## src/rtl/rtm_pkg.sv

```systemverilog
package rtm_pkg;
  localparam int DW = 8;
  localparam int AW = 3;
  localparam int CW = 2 * DW;
  localparam int PW = 8;
  localparam int EVT_LAT = 5;

  localparam logic [AW-1:0] A_CTRL = 3'd0;
  localparam logic [AW-1:0] A_SRC  = 3'd1;
  localparam logic [AW-1:0] A_LO   = 3'd2;
  localparam logic [AW-1:0] A_HI   = 3'd3;
  localparam logic [AW-1:0] A_STAT = 3'd4;

  localparam int CB_EN   = 0;
  localparam int CB_RST  = 1;
  localparam int CB_CONT = 2;
  localparam int CB_PS0  = 3;
  localparam int CB_PS1  = 4;
  localparam int CB_IE   = 6;
  localparam logic [DW-1:0] CTRL_MASK = 8'h5F;

  // low-bit mask of the prescaler phase; tick when all mask bits are one
  function automatic logic [PW-1:0] ps_mask(input logic [1:0] sel);
    case (sel)
      2'd0:    ps_mask = 8'h03;
      2'd1:    ps_mask = 8'h0F;
      2'd2:    ps_mask = 8'h3F;
      default: ps_mask = 8'hFF;
    endcase
  endfunction

  // value after one tick
  function automatic logic [CW-1:0] step_count(input logic [CW-1:0] cnt,
                                               input logic [CW-1:0] rel,
                                               input logic cont);
    if (cnt == CW'(1)) step_count = cont ? rel : '0;
    else               step_count = cnt - CW'(1);
  endfunction
endpackage

```

## src/rtl/timer_regs.sv

```systemverilog
module timer_regs
  import rtm_pkg::*;
(
  input  logic          clk,
  input  logic          rst_n,
  input  logic          wr_en,
  input  logic          rd_en,
  input  logic [AW-1:0] addr,
  input  logic [DW-1:0] wdata,
  output logic [DW-1:0] rdata,
  input  logic [CW-1:0] count,
  input  logic          eoc,
  input  logic          hw_stop,
  output logic          en,
  output logic          restart,
  output logic          cont,
  output logic [1:0]    ps_sel,
  output logic          ie,
  output logic          src_evt,
  output logic [CW-1:0] reload,
  output logic          flag
);
  logic [DW-1:0] ctrl_q;
  logic          src_q;
  logic [DW-1:0] rel_lo_q, rel_hi_q;
  logic [DW-1:0] hi_snap_q;
  logic          flag_q;

  logic wr_ctrl, wr_src, wr_lo, wr_hi, rd_lo, rd_stat;
  assign wr_ctrl = wr_en && (addr == A_CTRL);
  assign wr_src  = wr_en && (addr == A_SRC);
  assign wr_lo   = wr_en && (addr == A_LO);
  assign wr_hi   = wr_en && (addr == A_HI);
  assign rd_lo   = rd_en && (addr == A_LO);
  assign rd_stat = rd_en && (addr == A_STAT);

  always_ff @(posedge clk) begin
    if (!rst_n) begin
      ctrl_q <= '0;
    end else if (wr_ctrl) begin
      ctrl_q <= wdata & CTRL_MASK;
    end else begin
      ctrl_q[CB_RST] <= 1'b0;
      if (hw_stop) ctrl_q[CB_EN] <= 1'b0;
    end
  end

  always_ff @(posedge clk) begin
    if (!rst_n) begin
      src_q    <= 1'b0;
      rel_lo_q <= '0;
      rel_hi_q <= '0;
    end else begin
      if (wr_src) src_q    <= wdata[0];
      if (wr_lo)  rel_lo_q <= wdata;
      if (wr_hi)  rel_hi_q <= wdata;
    end
  end

  always_ff @(posedge clk) begin
    if (!rst_n)     hi_snap_q <= '0;
    else if (rd_lo) hi_snap_q <= count[CW-1:DW];
  end

  always_ff @(posedge clk) begin
    if (!rst_n)       flag_q <= 1'b0;
    else if (eoc)     flag_q <= 1'b1;
    else if (rd_stat) flag_q <= 1'b0;
  end

  always_comb begin
    case (addr)
      A_CTRL:  rdata = ctrl_q;
      A_SRC:   rdata = {{(DW-1){1'b0}}, src_q};
      A_LO:    rdata = count[DW-1:0];
      A_HI:    rdata = hi_snap_q;
      A_STAT:  rdata = {{(DW-1){1'b0}}, flag_q};
      default: rdata = '0;
    endcase
  end

  assign en      = ctrl_q[CB_EN];
  assign restart = ctrl_q[CB_RST];
  assign cont    = ctrl_q[CB_CONT];
  assign ps_sel  = {ctrl_q[CB_PS1], ctrl_q[CB_PS0]};
  assign ie      = ctrl_q[CB_IE];
  assign src_evt = src_q;
  assign reload  = {rel_hi_q, rel_lo_q};
  assign flag    = flag_q;
endmodule

```

## src/rtl/timer_tick_gen.sv

```systemverilog
module timer_tick_gen
  import rtm_pkg::*;
(
  input  logic       clk,
  input  logic       rst_n,
  input  logic       en,
  input  logic       restart,
  input  logic       src_evt,
  input  logic [1:0] ps_sel,
  input  logic       evt_pin,
  output logic       tick
);
  // three sync/edge stages, the rest is a delay line to a fixed latency
  localparam int DLY = EVT_LAT - 3;

  logic [PW-1:0] pre_q;
  logic [2:0]    sync_q;
  logic [DLY-1:0] dly_q;
  logic          rise;
  logic          tick_sys, tick_evt;

  always_ff @(posedge clk) begin
    if (!rst_n || !en || restart || src_evt) pre_q <= '0;
    else                                     pre_q <= pre_q + PW'(1);
  end

  always_ff @(posedge clk) begin
    if (!rst_n) sync_q <= '0;
    else        sync_q <= {sync_q[1:0], evt_pin};
  end

  assign rise = sync_q[1] & ~sync_q[2];

  always_ff @(posedge clk) begin
    if (!rst_n) dly_q[0] <= 1'b0;
    else        dly_q[0] <= rise;
  end

  for (genvar i = 1; i < DLY; i++) begin : g_dly
    always_ff @(posedge clk) begin
      if (!rst_n) dly_q[i] <= 1'b0;
      else        dly_q[i] <= dly_q[i-1];
    end
  end

  assign tick_sys = ~src_evt & ((pre_q & ps_mask(ps_sel)) == ps_mask(ps_sel));
  assign tick_evt = src_evt & dly_q[DLY-1];
  assign tick     = en & (tick_sys | tick_evt);
endmodule

```

## src/rtl/timer_counter.sv

```systemverilog
module timer_counter
  import rtm_pkg::*;
(
  input  logic          clk,
  input  logic          rst_n,
  input  logic          tick,
  input  logic          restart,
  input  logic          cont,
  input  logic [CW-1:0] reload,
  output logic [CW-1:0] count,
  output logic          eoc,
  output logic          stop
);
  logic [CW-1:0] cnt_q;

  assign eoc  = tick & ~restart & (cnt_q == CW'(1));
  assign stop = eoc & ~cont;

  always_ff @(posedge clk) begin
    if (!rst_n)       cnt_q <= '0;
    else if (restart) cnt_q <= reload;
    else if (tick)    cnt_q <= step_count(cnt_q, reload, cont);
  end

  assign count = cnt_q;
endmodule

```

## src/rtl/reload_timer16.sv

```systemverilog
module reload_timer16
  import rtm_pkg::*;
(
  input  logic          clk,
  input  logic          rst_n,
  input  logic          wr_en,
  input  logic          rd_en,
  input  logic [AW-1:0] addr,
  input  logic [DW-1:0] wdata,
  output logic [DW-1:0] rdata,
  input  logic          evt_pin,
  output logic          irq
);
  logic          en_w, restart_w, cont_w, ie_w, src_w, flag_w;
  logic [1:0]    ps_w;
  logic [CW-1:0] reload_w, count_w;
  logic          tick_w, eoc_w, stop_w;

  timer_regs u_regs (
    .clk(clk), .rst_n(rst_n), .wr_en(wr_en), .rd_en(rd_en), .addr(addr),
    .wdata(wdata), .rdata(rdata), .count(count_w), .eoc(eoc_w),
    .hw_stop(stop_w), .en(en_w), .restart(restart_w), .cont(cont_w),
    .ps_sel(ps_w), .ie(ie_w), .src_evt(src_w), .reload(reload_w),
    .flag(flag_w)
  );

  timer_tick_gen u_tick (
    .clk(clk), .rst_n(rst_n), .en(en_w), .restart(restart_w),
    .src_evt(src_w), .ps_sel(ps_w), .evt_pin(evt_pin), .tick(tick_w)
  );

  timer_counter u_cnt (
    .clk(clk), .rst_n(rst_n), .tick(tick_w), .restart(restart_w),
    .cont(cont_w), .reload(reload_w), .count(count_w), .eoc(eoc_w),
    .stop(stop_w)
  );

  assign irq = flag_w & ie_w;
endmodule

```

## config.mk

```make
export PLATFORM = sky130hd
export DESIGN_NAME = reload_timer16
export DESIGN_NICKNAME = d
export VERILOG_FILES = /design/src/rtl/rtm_pkg.sv /design/src/rtl/timer_regs.sv /design/src/rtl/timer_tick_gen.sv /design/src/rtl/timer_counter.sv /design/src/rtl/reload_timer16.sv
export SDC_FILE = /design/constraint.sdc
export NUM_CORES = 1
export LEC_CHECK = 0
export BUFFER_PORTS_ARGS = -buffer_cell sky130_fd_sc_hd__buf_2
export CAP_MARGIN = 25
export CELL_PAD_IN_SITES_DETAIL_PLACEMENT = 0
export CELL_PAD_IN_SITES_GLOBAL_PLACEMENT = 1
export CORE_MARGIN = 4
export CORE_UTILIZATION = 44
export CTS_CLUSTER_SIZE = 24
export DETAILED_ROUTE_END_ITERATION = 10
export PLACE_DENSITY = 0.8
export REMOVE_ABC_BUFFERS = 1
export SYNTH_ARGS = -nofsm -noshare
export SYNTH_HDL_FRONTEND = slang
export SYNTH_SLANG_ARGS = --single-unit
```

## constraint.sdc

```tcl
create_clock -name clk -period 2.7 [get_ports clk]
set_input_delay 0.27 -clock clk [delete_from_list [all_inputs] [get_ports clk]]
set_output_delay 0.27 -clock clk [all_outputs]
set_load 0.02 [all_outputs]
```

# [After elaboration in Yosys (flattened, before gate mapping)]
# Index checks and enable logic that the tools add are counted.
[word_totals] ff_bits=61 input_bits=16 output_inout_bits=9 word_cells=64
[classes] add_sub_neg=2 eq_ne=8 n_mux=10 bitwise_logic=14 reduce_logical=17
[ops] operator="two-way mux 16 bit" count=4
[ops] operator="case mux 8 bit (5 select lines)" count=1
[ops] operator="case mux 8 bit (3 select lines)" count=1
[ops] operator="== test 16 x 1 -> 1 bit, second input constant" count=1
[ops] operator="subtractor 16 x 1 -> 16 bit, second input constant" count=1
[ops] operator="adder 8 x 1 -> 8 bit, second input constant" count=1
[ops] operator="bitwise AND 1 bit" count=8
[ops] operator="bitwise AND 8 bit" count=1
[ops] operator="== test 8 bit" count=1
[ops] operator="== test 3 x 2 -> 1 bit, second input constant" count=2
[ops] operator="logical AND 1 bit" count=6
[ops] operator="nonzero test 2 bit" count=3
[ops] operator="two-way mux 1 bit" count=4
[ops] operator="inverter 1 bit" count=4
[ops] operator="== test 3 x 1 -> 1 bit, second input constant" count=1
[ops] operator="== test 3 bit, second input constant" count=1
[ops] operator="zero test 3 bit" count=1
[ops] operator="logical OR 1 bit" count=3
[ops] operator="== test 2 x 1 -> 1 bit, second input constant" count=1
[ops] operator="== test 2 bit, second input constant" count=1
[ops] operator="zero test 1 bit" count=2
[ops] operator="zero test 2 bit" count=1
[ops] operator="AND reduction 2 bit" count=1
[ops] operator="OR 1 bit" count=1

# [Longest topological paths before layout]
# Gate-level depths: netlist of the first run.
[depth] word_depth=12 depth_mapped=8 mapped_depth_nobuf=7

# [By module]
# Synthesis of the first run repeated with hierarchy kept, for this count alone.
[unflattened] hier_cells=367 hier_area_um2=3260.6
[by_module_without_submodules] module="timer_regs" instances=1 cells_per_inst=149 area_each_um2=1475.2 seq_area_each_um2=640.6
[by_module_without_submodules] module="timer_counter" instances=1 cells_per_inst=165 area_each_um2=1283.7 seq_area_each_um2=320.3
[by_module_without_submodules] module="timer_tick_gen" instances=1 cells_per_inst=52 area_each_um2=495.5 seq_area_each_um2=260.2
[by_module_without_submodules] module="reload_timer16" instances=1 cells_per_inst=1 area_each_um2=6.3 seq_area_each_um2=0.0

# [Worst setup path before layout of the first run]
# No wires, ideal clock.
[synth_path] kind="register to register" startpoint="register u_cnt.cnt_q[2] (netlist: u_cnt.count[2])" endpoint="register u_cnt.cnt_q[3] (netlist: u_cnt.count[3])" setup_ps=79 arrival_time_ps=1941 t_required_ps=2621 setup_slack_ps=680 stages_incl_launch_ff=9 path_buffers=2 period_less_slack_ps=2020 cell_sequence="dfxtp_1 buf_6 nor4_4 nand4b_1 or4_1 buf_6 o41ai_4 nand2_1 o211ai_1"
[synth_via] elab_chain_cells=4 elab_cells_between_ends=5 cone_classes="1 x add/sub; 1 x eq/ne; 3 x mux"
[synth_rtl] item="from (decl)" line="timer_counter.sv:14" source="logic [CW-1:0] cnt_q;"
[synth_rtl] item="from (signal assigned)" line="timer_counter.sv:21" source="else if (restart) cnt_q <= reload;"
[synth_rtl] item="from (signal assigned)" line="timer_counter.sv:22" source="else if (tick) cnt_q <= step_count(cnt_q, reload, cont);"
[synth_rtl] item="subtractor 16 x 1 -> 16 bit or == test 16 x 1 -> 1 bit (tied branches)" line="rtm_pkg.sv:37, rtm_pkg.sv:36"
[synth_rtl] item="two-way mux 16 bit (*)" line="rtm_pkg.sv:36" source="if (cnt == CW'(1)) step_count = cont ? rel : '0;"
[synth_rtl] item="two-way mux 16 bit (*)" line="timer_counter.sv:22"
[synth_rtl] item="two-way mux 16 bit (*)" line="timer_counter.sv:21"
# Every way passes the cells marked *; elsewhere a longest branch is shown, timed or not. The select of a mux whose other input is x is not followed.
# A chain may end at the register's enable or synchronous reset.

# [Final worst setup path of the first run]
[layout_path] startpoint="register u_cnt.cnt_q[0] (netlist: u_cnt.count[0])" endpoint="register u_cnt.cnt_q[3] (netlist: u_cnt.count[3])"
# The elaborated chain is that of the path after synthesis.

==> summary by stage, run 1 <==
Clock network
In this run, post-CTS repair resized a total of 0 instances. The clock-pin slew of the registers on the worst-case setup and hold paths is approximately 0.070 ns. Buffers inserted to repair hold after CTS numbered 0.

The clock drives a little over 60 sinks. TritonCTS created 9 clock buffers. The cell at the root of the clock tree is clkbuf_8. The insertion delay of the later-clocked pin in the worst-skew pair is 0.35 ns. Post-CTS timing repair inserted 0 buffers for setup. The longest clock path from root to sink contains 2 buffers. The number of H-tree levels is 3. TritonCTS built the clock tree.

Routing
Wires add up to just over 8000 um. The number of iterations in the first detailed-routing pass is 4. The total number of vias is ~2700.

The mean number of vias per cell is 5.621. The post-detailed-route wirelength per cell is between 15 and 20 um. The detailed router's first-iteration violation count is around 190. The DRC violations left is 0.

The detail route stage leaves a number of antenna-violating nets equal to 0.

STA
The shortest clock period the worst path allows after layout is approximately 2.3 ns. At the pin with the least slew margin, the transition time is around 0.62 ns. The final-layout setup total negative slack is 0 ns.

Setup repair after global routing left no endpoint under its margin. Measured against its own limit, the worst slew margin works out to roughly three fifths. Of the available clock period, the critical path in the final layout requires 83.71%. The total count of hold-check failures in the final report is 0. Static timing analysis puts the maximum clock frequency at approximately 440 MHz. The hold slack is about 0.12 ns.

The number of pins with negative max-slew slack in the final report is 0. The post-route clock skew is 0.008266 ns. The number of endpoints failing setup at the final stage is 0.

GRT
The wire length of the first global-routing pass is ~14000 um. For this run the aggregate overflow at the end of global routing stands at 0. Across every metal layer, demand over resource in global routing totals between 20% and 30%. The via count of the first global-routing pass is approximately 2600.

The number of antenna violations at the first check in global routing is 0. Entering global routing, the biggest net connects 39 pins.

Place
Detailed placement ended at an HPWL of around 6000 um. The number of port buffers is 24. At the end of routability-driven placement, the weighted congestion stood at between 0.9 and 1.

Synthesis
The sequential fraction of the synthesis area is 40.26%. Counting flops with a built-in enable in the synthesized netlist gives 0. Summed over its instances, the top area cell type makes up roughly two fifths of the synthesized netlist area. Summed over all instances, the cell type with the most area after synthesis is dfxtp_1. Ranked by total cell area, the synthesized netlist is headed by dfxtp_1 40%, nand2_1 9.5%, a21oi_1 6.8%, nor2_1 4.1%, o21ai_0 3.5%.

Counting distinct cell types in the post-synthesis netlist gives 49. The average footprint of a synthesized cell is 8.002 um2. The proportion of register bits with asynchronous set or reset after synthesis is 0%. Synthesis handed over a netlist of between 300 and 400 instances.

For this run, the number of Yosys warnings is 0. The summed instance area of the synthesized netlist is roughly 3000 um2. The most used flip-flop cell after synthesis is dfxtp_1. In this run, synthesis produced a sequential element count of 61.

Cells and area
The library cells used most frequently in the layout, excluding fill and tap cells, are 77 x nand2_1, 61 x dfxtp_1, 41 x a21oi_1, 33 x nor2_1, 24 x buf_2. The commonest non-fill, non-tap cell in the layout is nand2_1. The post-route netlist has 15.27% of its cells at a drive strength greater than 1. The antenna diode count is 0. The net total in the final layout is 420. The layout-stage area growth over the synthesis result is 11.84%.

Power and ir drop
The analysis attributes to cell leakage a power of ~1.3 nW. The maximum ir drop on the vdd rail is ~0.00030 V. Of the total power, the share spent switching nets is approximately a quarter. The proportion of power drawn by flip-flops and latches is about 52%. Combinational logic burns about 5.2% of the power. In this run, the clock network consumes 42.7% of the power.

Summed over all nets, the switching power comes to approximately 0.46 mW. Internal power comes to roughly 1.3 mW. The power per cell area is ~520 nW/um2.

Status
The run finished with clean final reports.

Die
The area of the die is between 8000 and 9000 um2. The core outline area is between 6000 and 7000 um2. 25 I/O pins were placed. The number of placement rows is 29. The height of the die is about 91 um. Measured along the x axis, the die boundary spans approximately 91 um. For this configuration, the core starts out at a cell density of ~46%.

Worst setup path
The category of the critical setup timing path is reg -> reg. The worst setup path is launched from a register. The maximum fanout along the worst path is 8. The arrival time at the worst endpoint is about 2.5 ns. The critical path startpoint is u_cnt.count[0]$_SDFFE_PN0P_.

The worst setup path is captured at a register. The data required time of the worst path is 2.98 ns. The startpoint of the lowest-slack register-to-register path is u_cnt.count[0]$_SDFFE_PN0P_.

Flow run
The number of maximum-capacitance constraint violations is 0.

Worst hold path
The startpoint of the tightest hold check path is evt_pin. The worst hold path belongs to the class in -> reg.
-- registers in the layout, summed over array words and instances (netlist names) --
register,flops
u_tick.sync_q,3
u_cnt.count,16
u_regs.rel_hi_q,8
u_tick.pre_q,8
u_regs.ctrl_q,6
u_regs.hi_snap_q,8
u_regs.src_evt,1
u_tick.dly_q,2
u_regs.rel_lo_q,8
u_regs.flag,1
-- synth_stat cells, types with 2 or more instances --
| master | n |
|---|---|
| nand2_1 | 77 |
| dfxtp_1 | 61 |
| a21oi_1 | 41 |
| nor2_1 | 33 |
| o21ai_0 | 21 |
| nand3_1 | 18 |
| clkbuf_1 | 13 |
| inv_1 | 9 |
| mux2i_1 | 9 |
| and3_1 | 8 |
| xor2_1 | 8 |
| nor3_1 | 7 |
| and2_1 | 5 |
| xnor2_1 | 5 |
| a22oi_1 | 4 |
| buf_1 | 4 |
| mux2_2 | 4 |
| nor2b_1 | 4 |
| o211ai_1 | 4 |
| a211o_2 | 3 |
| a31oi_1 | 3 |
| ha_1 | 3 |
| nand4_1 | 3 |
| nand4b_1 | 3 |
| a221oi_1 | 2 |
| buf_6 | 2 |
| nor3_2 | 2 |
| nor4_1 | 2 |
-- per-stage QoR --
step	instances	cell area, um2	util (%)	setup WS, ns	power [mW]
floorplan	359	2939	-	0.6152	0.9840
global placement	467	3208	49.12	0.4926	1.032
detailed placement	467	3208	49.12	0.4537	1.033
CTS	483	3392	51.93	0.4354	1.788
global route	483	3392	51.93	0.2645	1.841
finish	483	3392	51.93	0.4397	1.767
-- worst max-delay path, stage by stage, from the launching register on --
cell and delay, ns:
dfxtp_1 0.50, ha_1 0.26, nand3b_1 0.17, or4_1 0.68
o41ai_4 0.37, nand2_1 0.13, o211ai_1 0.09
-- path summary, 6_finish.rpt --
check | end | slack, ns | cells past startpoint
setup / recovery | u_cnt.count[3]$_SDFFE_PN0P_ | 0.44 | 6
hold / removal | u_tick.sync_q[0]$_SDFF_PN0_ | 0.12 | 2
setup reg to reg | u_cnt.count[3]$_SDFFE_PN0P_ | 0.44 | 6
hold reg to reg | u_tick.dly_q[0]$_SDFF_PN0_ | 0.39 | 1
-- area by class of cell --
type / count / area [um2]
clock buffers: 10 / 137.6
flip-flops and latches: 61 / 1221
well taps: 77 / 96.34
repair buffers: 31 / 172.7
multi-input cells: 289 / 1684
clock inverters: 6 / 46.29
fillers: 654 / 3139
inverters: 9 / 33.78
-- power groups by stage --
stage	clock network, mW	registers [mW]	logic [mW]
finish	0.755	0.921	0.0914
global route	0.816	0.922	0.103
global placement	0	0.941	0.0904
floorplan	0	0.938	0.0465
detailed placement	0	0.941	0.0916
CTS	0.776	0.920	0.0917
-- cell families (layout without fill, tap and decap cells) --
logic type                 after synthesis  count (layout)  share of synthesized area [%]
and+or+nand+nor                        170             170                          26.53
AOI/OAI and AO/OA                       89              89                          18.81
DFF                                     61              61                          40.26
buffers and inverters                   29              56                          4.208
muxes                                   14              14                          5.198
xor gates and xnor gates                13              13                          3.754
adders and majority gates                3               3                          1.238
-- per-layer routing --
| layer | share of wire (%) | global-route usage (%) | routed length [um] |
|---|---|---|---|
| met3 | 6.7 | 3.140 | 548 |
| met1 | 49 | 29.78 | 3964 |
| met5 | 0 | 0 | 0 |
| met4 | 2.0 | 9.673 | 162 |
| met2 | 43 | 31.70 | 3494 |
Power figures use the tool's default switching activity.
==> run 2: changes to the inputs <==
==> constraint.sdc (replaced) <==
create_clock -name clk -period 2.1 [get_ports clk]
set_input_delay 0.21 -clock clk [delete_from_list [all_inputs] [get_ports clk]]
set_output_delay 0.21 -clock clk [all_outputs]
set_load 0.02 [all_outputs]
==> summary by stage, run 2 (synthesis gave the netlist of run 1 again) <==
GRT
The via count of the first global-routing pass is 2634 (-0.57%). The wire length of the first global-routing pass is 13630 um (-0.50%). The number of antenna violations at the first check in global routing is 0 (unchanged). The largest net degree at the start of global routing is 22 (-44%). The combined global-route utilization of all metal layers came to 20.88% (-0.22 points). The remaining global-route overflow came to 0 (unchanged).

STA
The maximum clock rate is 500.8 MHz (+13%). The relative max-transition margin came to 67.80% (+8.9 points). The hold slack came to 0.06730 ns (-0.05724 ns). The total count of hold-check failures in the final report is 0 (unchanged). The worst setup slack after layout was 0.1032 ns (-0.3365 ns). The number of endpoints failing setup at the final stage is 0 (unchanged). The post-route clock skew is 0.007461 ns (-0.0008059 ns).

The shortest clock period the worst path allows after layout is 1.997 ns (-0.2635 ns). The period utilization is 95.09% (+11 points). The number of pins with negative max-slew slack in the final report is 0 (unchanged).

The pin slew with the least headroom to its limit came to 0.4813 ns (-0.1341 ns).

Worst setup path
The kind of capture point of the worst setup path is a register. The most common cell type on the critical path is buf_4. The worst reg-to-reg setup slack came to 0.10 ns (-0.34 ns). The signal on the critical path passes through nor4_4 > buf_4 > nand4b_1 > nor3_2 > buf_4 > buf_4 > o21ai_0 > nand3_1 > o211ai_1. STA classifies the critical path startpoint as a register. The delay contributed by the slowest stage of the critical path came to 0.34 ns (-0.34 ns). The worst reg-to-reg path cell count is 9 (+3). The arrival time at the worst endpoint is 2.22 ns (-0.32 ns). Among all stages on the critical path, the largest delay is contributed by dfxtp_1.

The data required time of the worst path was 2.32 ns (-0.66 ns). The startpoint of the lowest-slack register-to-register path is u_cnt.count[2]$_SDFFE_PN0P_. The maximum fanout along the worst path is 6 (-2). The category of the critical setup timing path is reg -> reg.

The endpoint identified for the worst register-to-register timing path is u_cnt.count[5]$_SDFFE_PN0P_.

Routing
The mean number of vias per cell is 5.600 (-0.37%). The detailed router's first-iteration violation count is 180 (-4.8%). The total number of vias is 2789 (+2.7%). The remaining antenna violation count after routing came to 0 (unchanged).

The wire length after detailed routing was 8416 um (+3.0%). The DRC violations left is 0 (unchanged). The post-detailed-route wirelength per cell is 16.90 um (about the same). The number of iterations in the first detailed-routing pass is 4 (unchanged).

Cells and area
The layout cell share with drive strength beyond 1 was 18.76% (+3.5 points). The antenna diode count is 0 (unchanged). The net total in the final layout is 435 (+3.6%). The library cells used most frequently in the layout, excluding fill and tap cells, are 77 x nand2_1, 60 x dfxtp_1, 41 x a21oi_1, 33 x nor2_1, 24 x buf_2.

The number of flip-flops under the largest register name is 16 (unchanged). The commonest non-fill, non-tap cell in the layout is nand2_1. The number of fill cells in the layout was 648 (-0.92%).

The layout-stage area growth over the synthesis result is 16.38%. The final cell count without fillers came to 498 (+3.1%). The final core utilization is 54.04% (+2.1 points).

Flow run
The number of maximum-capacitance constraint violations is 0 (unchanged).

Clock network
The clock buffer count from CTS is 9 (unchanged). The number of H-tree levels came to 3 (unchanged). The clock-pin slew of the registers on the worst-case setup and hold paths is 0.07 ns (about the same). The number of hold-repair buffers added at the cts stage is 0 (unchanged). The largest buffer count on any clock path came to 2 (unchanged).

The number of clock sinks came to 61 (unchanged). The TritonCTS clock tree is yes. The insertion delay of the later-clocked pin in the worst-skew pair is 0.35 ns (about the same).

The cell at the root of the clock tree is clkbuf_8.

Worst hold path
The path class of the tightest hold or removal check is in -> reg. The end of the worst hold path is u_tick.sync_q[0]$_SDFF_PN0_. The worst hold path stage count is 2 (unchanged).

The worst hold path begins at evt_pin.

Power and ir drop
The power per cell area is 669.8 nW/um2 (+29%). The maximum ir drop on the vdd rail is 0.0004078 V (+34%). The standby leakage power was 1.403 nW (+6.9%).

Place
The post-placement cell count is 479 (+2.6%). The half-perimeter wire length of the detailed placement result came to 6180 um (+6.0%). The number of port buffers is 24 (unchanged).

The post-placement worst setup slack is 0.1058 ns (-0.3480 ns). The last weighted congestion value of the routability-driven placer is 0.9226 (-0.70%).

Die
The initial standard-cell utilization of the core is 46.44% (unchanged). The area of the die is 8286 um2 (unchanged). The number of I/O pins is 25 (unchanged). The height of the die is 91.03 um (unchanged). The core outline area was 6531 um2 (unchanged). The number of placement rows is 29 (unchanged). The x dimension of the die is 91.03 um (unchanged).

Status
The flow ran to the end, and the final reports show no timing, DRC or antenna violations.
run 2: cell count changes in the layout (fill, tap and decap cells not counted), sizes merged:
cell	before	now
bufinv	0	1
clkinvlp	2	3
buf	31	46
inv	11	9
run 2: power breakdown:
part	leakage (nW)	switching, mW	internal, mW
Clock	0.0943	0.482	0.575
Combinational	0.815	0.0812	0.0437
Sequential	0.493	0.0120	1.17
Total	1.40	0.575	1.79
run 2: worst max-delay path by stage:
stage	to	start	slack, ns	depth (start not counted)
global placement	u_cnt.count[8]$_SDFFE_PN0P_	u_cnt.count[1]$_SDFFE_PN0P_	0.14	7
floorplan	u_cnt.count[9]$_SDFFE_PN0P_	u_cnt.count[2]$_SDFFE_PN0P_	0.02	6
CTS	u_cnt.count[1]$_SDFFE_PN0P_	u_cnt.count[1]$_SDFFE_PN0P_	0.05	7
finish	u_cnt.count[5]$_SDFFE_PN0P_	u_cnt.count[2]$_SDFFE_PN0P_	0.10	9
detailed placement	u_cnt.count[1]$_SDFFE_PN0P_	u_cnt.count[1]$_SDFFE_PN0P_	0.11	7
global route	u_cnt.count[10]$_SDFFE_PN0P_	u_cnt.count[2]$_SDFFE_PN0P_	-0.01	8
run 2: timing repair:
item | 4_1_cts | 5_1_grt
setup endpoints to repair | 0 | 9
endpoints found under the hold margin | 0 | 0
gates resized for setup | 0 | 4
setup buffers | 0 | 3
run 2: layer usage:
metal  up-vias  share of wire, %  global-route usage, %
li1       1397                 -                      -
met1      1292                47                  28.48
met2        93                45                  31.94
met3         7               6.8                  5.455
met4         0               1.4                  7.286
met5         -                 0                      0
run 2: area by class of cell:
cell class	instances	area (um2)	area share (%)
timing repair buffer	46	289.0	8.189
clock buffer	10	137.6	3.899
sequential	61	1222	34.63
inverter	9	33.78	0.9571
multi-input combinational	289	1688	47.82
tap	77	96.34	2.730
clock inverter	6	62.56	1.772
run 2: critical path: cells and delay by family, from the launching register on:
family	cells	cell delay, ns
AND/OR/NAND/NOR	4	0.91
flip-flops	1	0.34
AO/OA/AOI/OAI	2	0.19
buffers and inverters	3	0.45
run 2: metrics by stage:
step            TNS, ns  cell area, um2  total power [mW]
3_5_place_dp          0            3298             1.332
3_3_place_gp          0            3298             1.331
2_1_floorplan         0            2939             1.265
5_1_grt        -0.01404            3530             2.449
6_report              0            3530             2.364
4_1_cts               0            3498             2.384
